File: config.mk
export PLATFORM = sky130hd
export DESIGN_NAME = sram_seq_ctrl
export DESIGN_NICKNAME = d
export VERILOG_FILES = /design/src/rtl/sram_seq_pkg.sv /design/src/rtl/sram_seq_timer.sv /design/src/rtl/sram_seq_quiet.sv /design/src/rtl/sram_seq_ctrl.sv
export SDC_FILE = /design/constraint.sdc
export NUM_CORES = 1
export LEC_CHECK = 0
export CORE_MARGIN = 5
export CORE_UTILIZATION = 39
export DETAILED_ROUTE_END_ITERATION = 10
export PLACE_DENSITY = 0.76
export SLEW_MARGIN = 20
export SYNTH_ARGS = -nofsm -noshare
export SYNTH_HDL_FRONTEND = slang
export SYNTH_SLANG_ARGS = --single-unit
File: constraint.sdc
create_clock -name clk -period 1.85 [get_ports clk]
set_clock_uncertainty 0.05 [all_clocks]
set_input_delay 0.37 -clock clk [delete_from_list [all_inputs] [get_ports clk]]
set_output_delay 0.37 -clock clk [all_outputs]
set_load 0.005 [all_outputs]
File: src/rtl/sram_seq_pkg.sv
package sram_seq_pkg;

  typedef enum logic [2:0] {
    ST_IDLE,
    ST_RD,
    ST_TURN,
    ST_WR,
    ST_REL
  } seq_st_e;

  // Registered pin image toward the RAM.
  typedef struct packed {
    logic ce_n;
    logic ce2;
    logic we_n;
    logic oe_n;
    logic drv;
  } pins_t;

  // Worst-case time for the RAM to stop driving its data pins.
  localparam int unsigned FLOAT_NS = 30;

  function automatic int unsigned cyc_of(input int unsigned ns, input int unsigned per);
    return (ns + per - 1) / per;
  endfunction

  function automatic int unsigned access_ns(input int unsigned grade);
    return (grade == 0) ? 55 : 70;
  endfunction

  function automatic pins_t pins_of(input seq_st_e st);
    pins_t p;
    case (st)
      ST_RD:   p = '{ce_n: 1'b0, ce2: 1'b1, we_n: 1'b1, oe_n: 1'b0, drv: 1'b0};
      ST_WR:   p = '{ce_n: 1'b0, ce2: 1'b1, we_n: 1'b0, oe_n: 1'b1, drv: 1'b1};
      ST_REL:  p = '{ce_n: 1'b1, ce2: 1'b0, we_n: 1'b1, oe_n: 1'b1, drv: 1'b1};
      default: p = '{ce_n: 1'b1, ce2: 1'b0, we_n: 1'b1, oe_n: 1'b1, drv: 1'b0};
    endcase
    return p;
  endfunction

endpackage

File: src/rtl/sram_seq_timer.sv
// Down-counter that times one strobe phase; last_o marks its final cycle.
module sram_seq_timer #(
  parameter int unsigned CNT_W = 4
) (
  input  logic             clk,
  input  logic             rst_n,
  input  logic             load_i,
  input  logic [CNT_W-1:0] load_val_i,
  output logic             last_o
);
  logic [CNT_W-1:0] cnt_q, cnt_d;

  always_comb begin
    cnt_d = cnt_q;
    if (load_i)              cnt_d = load_val_i;
    else if (cnt_q != '0)    cnt_d = cnt_q - 1'b1;
  end

  always_ff @(posedge clk or negedge rst_n) begin
    if (!rst_n) cnt_q <= '0;
    else        cnt_q <= cnt_d;
  end

  assign last_o = (cnt_q == '0);
endmodule

File: src/rtl/sram_seq_quiet.sv
// Counts cycles since the RAM last drove the bus (saturating at LIMIT).
// ok_o means the next cycle will have LIMIT quiet cycles behind it.
module sram_seq_quiet #(
  parameter int unsigned LIMIT = 6
) (
  input  logic clk,
  input  logic rst_n,
  input  logic reading_i,
  output logic ok_o
);
  localparam int unsigned QW = $clog2(LIMIT + 1);

  logic [QW-1:0] q_q, q_d;

  always_comb begin
    q_d = q_q;
    if (reading_i)               q_d = '0;
    else if (q_q != QW'(LIMIT))  q_d = q_q + 1'b1;
  end

  always_ff @(posedge clk or negedge rst_n) begin
    if (!rst_n) q_q <= QW'(LIMIT);
    else        q_q <= q_d;
  end

  assign ok_o = (q_q >= QW'(LIMIT - 1));
endmodule

File: src/rtl/sram_seq_ctrl.sv
module sram_seq_ctrl
  import sram_seq_pkg::*;
#(
  parameter int unsigned CLK_PERIOD_NS = 5,
  parameter int unsigned SPEED_GRADE   = 0,
  parameter int unsigned ADDR_W        = 17,
  parameter int unsigned DATA_W        = 8
) (
  input  logic              clk,
  input  logic              rst_n,
  input  logic              req_i,
  input  logic              wr_i,
  input  logic [ADDR_W-1:0] addr_i,
  input  logic [DATA_W-1:0] wdata_i,
  output logic              ready_o,
  output logic [DATA_W-1:0] rdata_o,
  output logic              rvalid_o,
  output logic [ADDR_W-1:0] mem_addr_o,
  output logic              mem_ce_n_o,
  output logic              mem_ce2_o,
  output logic              mem_we_n_o,
  output logic              mem_oe_n_o,
  output logic [DATA_W-1:0] mem_dq_o,
  input  logic [DATA_W-1:0] mem_dq_i,
  output logic              mem_dq_oe_o
);
  localparam int unsigned N_ACC  = cyc_of(access_ns(SPEED_GRADE), CLK_PERIOD_NS);
  localparam int unsigned N_TA   = cyc_of(FLOAT_NS, CLK_PERIOD_NS);
  localparam int unsigned CNT_W  = (N_ACC > 1) ? $clog2(N_ACC) : 1;
  localparam logic [CNT_W-1:0] LOAD_V = CNT_W'(N_ACC - 1);

  seq_st_e           st_q, st_d;
  pins_t             pins_q, pins_d;
  logic [ADDR_W-1:0] addr_q;
  logic [DATA_W-1:0] wdata_q, rdata_q;
  logic              rvalid_q, rvalid_d;
  logic              acc_en, cap_en, tmr_load, tmr_last, turn_ok;

  sram_seq_timer #(.CNT_W(CNT_W)) u_timer (
    .clk        (clk),
    .rst_n      (rst_n),
    .load_i     (tmr_load),
    .load_val_i (LOAD_V),
    .last_o     (tmr_last)
  );

  sram_seq_quiet #(.LIMIT(N_TA)) u_quiet (
    .clk       (clk),
    .rst_n     (rst_n),
    .reading_i (st_q == ST_RD),
    .ok_o      (turn_ok)
  );

  // Next-state logic
  always_comb begin
    st_d   = st_q;
    acc_en = 1'b0;
    cap_en = 1'b0;
    case (st_q)
      ST_IDLE: if (req_i) begin
        acc_en = 1'b1;
        if (!wr_i)        st_d = ST_RD;
        else if (turn_ok) st_d = ST_WR;
        else              st_d = ST_TURN;
      end
      ST_RD:   if (tmr_last) begin
        cap_en = 1'b1;
        st_d   = ST_IDLE;
      end
      ST_TURN: if (turn_ok)  st_d = ST_WR;
      ST_WR:   if (tmr_last) st_d = ST_REL;
      ST_REL:  st_d = ST_IDLE;
      default: st_d = ST_IDLE;
    endcase
    tmr_load = (st_d != st_q) && ((st_d == ST_RD) || (st_d == ST_WR));
    pins_d   = pins_of(st_d);
    rvalid_d = cap_en;
  end

  // Registers
  always_ff @(posedge clk or negedge rst_n) begin
    if (!rst_n) begin
      st_q     <= ST_IDLE;
      pins_q   <= pins_of(ST_IDLE);
      rvalid_q <= 1'b0;
      addr_q   <= '0;
      wdata_q  <= '0;
      rdata_q  <= '0;
    end else begin
      st_q     <= st_d;
      pins_q   <= pins_d;
      rvalid_q <= rvalid_d;
      if (acc_en) begin
        addr_q  <= addr_i;
        wdata_q <= wdata_i;
      end
      if (cap_en) rdata_q <= mem_dq_i;
    end
  end

  assign ready_o     = (st_q == ST_IDLE);
  assign rdata_o     = rdata_q;
  assign rvalid_o    = rvalid_q;
  assign mem_addr_o  = addr_q;
  assign mem_ce_n_o  = pins_q.ce_n;
  assign mem_ce2_o   = pins_q.ce2;
  assign mem_we_n_o  = pins_q.we_n;
  assign mem_oe_n_o  = pins_q.oe_n;
  assign mem_dq_o    = wdata_q;
  assign mem_dq_oe_o = pins_q.drv;
endmodule

==> out/results.txt <==
Die height = 81.24 microns
Top_reg_cell synth = dfrtp_1
Total Routing Usage GR = 0.1330
Largest net degree at the start of global routing = 32
Placed cell area = 2885 sq um
Most frequent cells in the layout = 74 x clkdlybuf4s50_1, 41 x dfrtp_1, 33 x mux2_2
Max-cap viol count = 0
Die W = 81.24 microns
RSZ-0062 raised after global routing = true
WHS = 0.4594 ns
Slowest-stage cell, CP = dfstp_2
# nets final = 269
GRT overflow = 0
Largest fanout on the critical path = 8
Most crowded layer after global routing = met2
Buffers on Ports = 76
Mapped cell area = 1979 sq um
Final HPWL DP = 3098 microns
Worst slew margin = 0.6910
# rows = 26
P_leak = 0.001310 uW
Period minus WS final = 1.807 ns
Syn_nets = 176
Commonest non-fill, non-tap cell in the layout = clkdlybuf4s50_1
Worst Hold Class = flop to flop
Vias in the first global route = 1,477
Worst Setup End Kind = flop
Cells after Synth = 135
Worst-path clk slew = 0.09 ns
CP max stage delay = 0.53 ns
Number of enable flip-flop cells after synthesis = 0
Crit start category = flop
Total length of routed wires = 4075 microns
Peak supply drop = 0.7509 mV
Reg-to-reg slack, setup = 0.04 ns
Global routing usage on met3 = 0.03326
Num CTS Buffers = 5
CTS tree = yes
#FFs+latches synth = 49
Ys async rst share = 1.000
Ports = 77
DRC errors left = 0
Initial antenna violation count = 0
Routed length per instance = 13.63 microns
Cell Chain, Critical Path = inv_1, ha_1, or3_1, a32o_2, or2_2
Final antenna-violating net count = 0
Status = finished, final reports clean
M1 GR Usage = 0.1575
Via density per instance = 4.595
Antenna cells = 0
Root buf cell = clkbuf_8
Longest Clk Path Bufs = 2
Placer Congestion = 0.6619
Final period util = 0.9769
Routing usage on met2 = 0.2217
Critical path class = flop to flop
Max-slew violations = 0
Initial DRC count = 31
Final Instance Area = 3045 sq um
PwrDens = 1622 nW/um^2
First-pass GRT wire length = 6720 microns
Layout cells sized above 1 = 0.3013
Initial cell density of the core = 0.3951
H-tree depth = 2
Area Overhead vs Synth = 53.86%
Critical path arrival = 1.93 ns
Via count = 1,374
Mean Syn Cell Area = 14.66 sq um
Clock sink count = 49
Worst EP required = 1.98 ns
Area of the core = 5010 sq um
Sequential area share after synthesis = 0.6226
Distinct cells, synth = 29
Worst skew pair latency = 0.29 ns
Least-Margin Pin Slew = 0.4636 ns
Placed Cells incl. Taps = 287
Peak Freq = 553.3 MHz
Finished Layout Cells = 299
Initial DRT Pass Iterations = 3
Die ar. = 6600 sq um
Yosys warnings = 0
Final-report setup violation count = 0
Final hold violations = 0
[final cells by class]
type                            count  area [sq um]
Tap cell                           70         87.58
Clock inverter                      1         30.03
Fill cell                         398          1964
Multi-Input combinational cell     77         706.9
Timing Repair Buffer               88         872.1
Inverter                            7         26.28
Sequential cell                    49          1236
Clock buffer                        7         86.33
[routing by layer]
layer	vias up	wire length (microns)
li1	653	-
met3	10	332
met5	-	0
met4	0	95
met2	57	1892
met1	654	1755
[cell families (layout without fill, tap and decap cells)]
family / Yosys count / count (layout) / synth area share
DFF: 49 / 49 / 0.6226
AOI/OAI and AO/OA: 8 / 8 / 0.03414
muxes: 33 / 33 / 0.1877
adders and majority gates: 4 / 4 / 0.02529
buffers and inverters: 9 / 103 / 0.02465
and+or+nand+nor: 30 / 30 / 0.09672
xor gates and xnor gates: 2 / 2 / 0.008851
[final timing paths]
check,from,endpoint,cells after the start
worst max register to register,u_quiet.q_q[1],mem_ce2_o,5
worst min-delay path,mem_addr_o[12],mem_addr_o[12],1
max in group asynchronous,rst_n,u_quiet.q_q[1],3
min in group asynchronous,rst_n,mem_addr_o[11],2
worst min register to register,mem_addr_o[12],mem_addr_o[12],1
worst max-delay path,u_quiet.q_q[1],mem_ce2_o,5
[flip-flops by register name, summed over array words and instances (netlist names)]
name           flops
mem_ce2_o          1
u_timer.cnt_q      4
mem_dq_oe_o        1
mem_oe_n_o         1
mem_addr_o        17
u_quiet.q_q        3
rdata_o            8
mem_dq_o           8
mem_we_n_o         1
st_q               3
mem_ce_n_o         1
rvalid_o           1
[stage by stage]
stage | utilization | worst slack (ns) | setup TNS (ns) | total power, uW
3_5_place_dp | 0.5759 | -0.07480 | -1.805 | 4171
4_1_cts | 0.6066 | 0.002856 | 0 | 5015
5_1_grt | 0.6079 | -0.005929 | -0.005929 | 5315
6_report | 0.6079 | 0.04273 | 0 | 4939
2_1_floorplan | - | 0.03446 | 0 | 2913
3_3_place_gp | 0.5759 | -0.04150 | -1.027 | 4103
[power breakdown]
| group | switching, uW | internal [uW] | leakage, uW | total, uW |
|---|---|---|---|---|
| Clock | 323 | 441 | 0.0000585 | 764 |
| Combinational | 762 | 1510 | 0.000678 | 2270 |
| Sequential | 261 | 1650 | 0.000574 | 1910 |
[synth_stat cells, types with 2 or more instances]
| cell | instances | share of area |
|---|---|---|
| buf_6 | 2 | 0.011 |
| dfrtp_1 | 44 | 0.56 |
| dfstp_2 | 5 | 0.066 |
| ha_1 | 4 | 0.025 |
| inv_1 | 7 | 0.013 |
| mux2_2 | 33 | 0.19 |
| nand2_1 | 3 | 0.0057 |
| nand2b_1 | 3 | 0.0095 |
| nor2_1 | 8 | 0.015 |
| nor3_1 | 3 | 0.0076 |
| or2_2 | 3 | 0.0095 |
| or3_1 | 2 | 0.0063 |
| xnor2_1 | 2 | 0.0089 |
[repair_timing]
action / in CTS / in global routing
setup endpoints to repair: 5 / 8
pin swaps: 3 / 1
gates cloned: 0 / 0
gates resized for setup: 5 / 1
endpoints found under the hold margin: 15 / 0
hold buffers: 1 / 0
setup buffers: 3 / 0
[worst max-delay path, delay by kind of cell, from the launching register on]
kind,cells,cell delay (ns)
AOI/OAI and AO/OA,1,0.31
adders and majority gates,1,0.16
buffers and inverters,1,0.04
DFF,1,0.53
and+or+nand+nor,2,0.61
No activity file was read; power rests on OpenSTA's default activity.
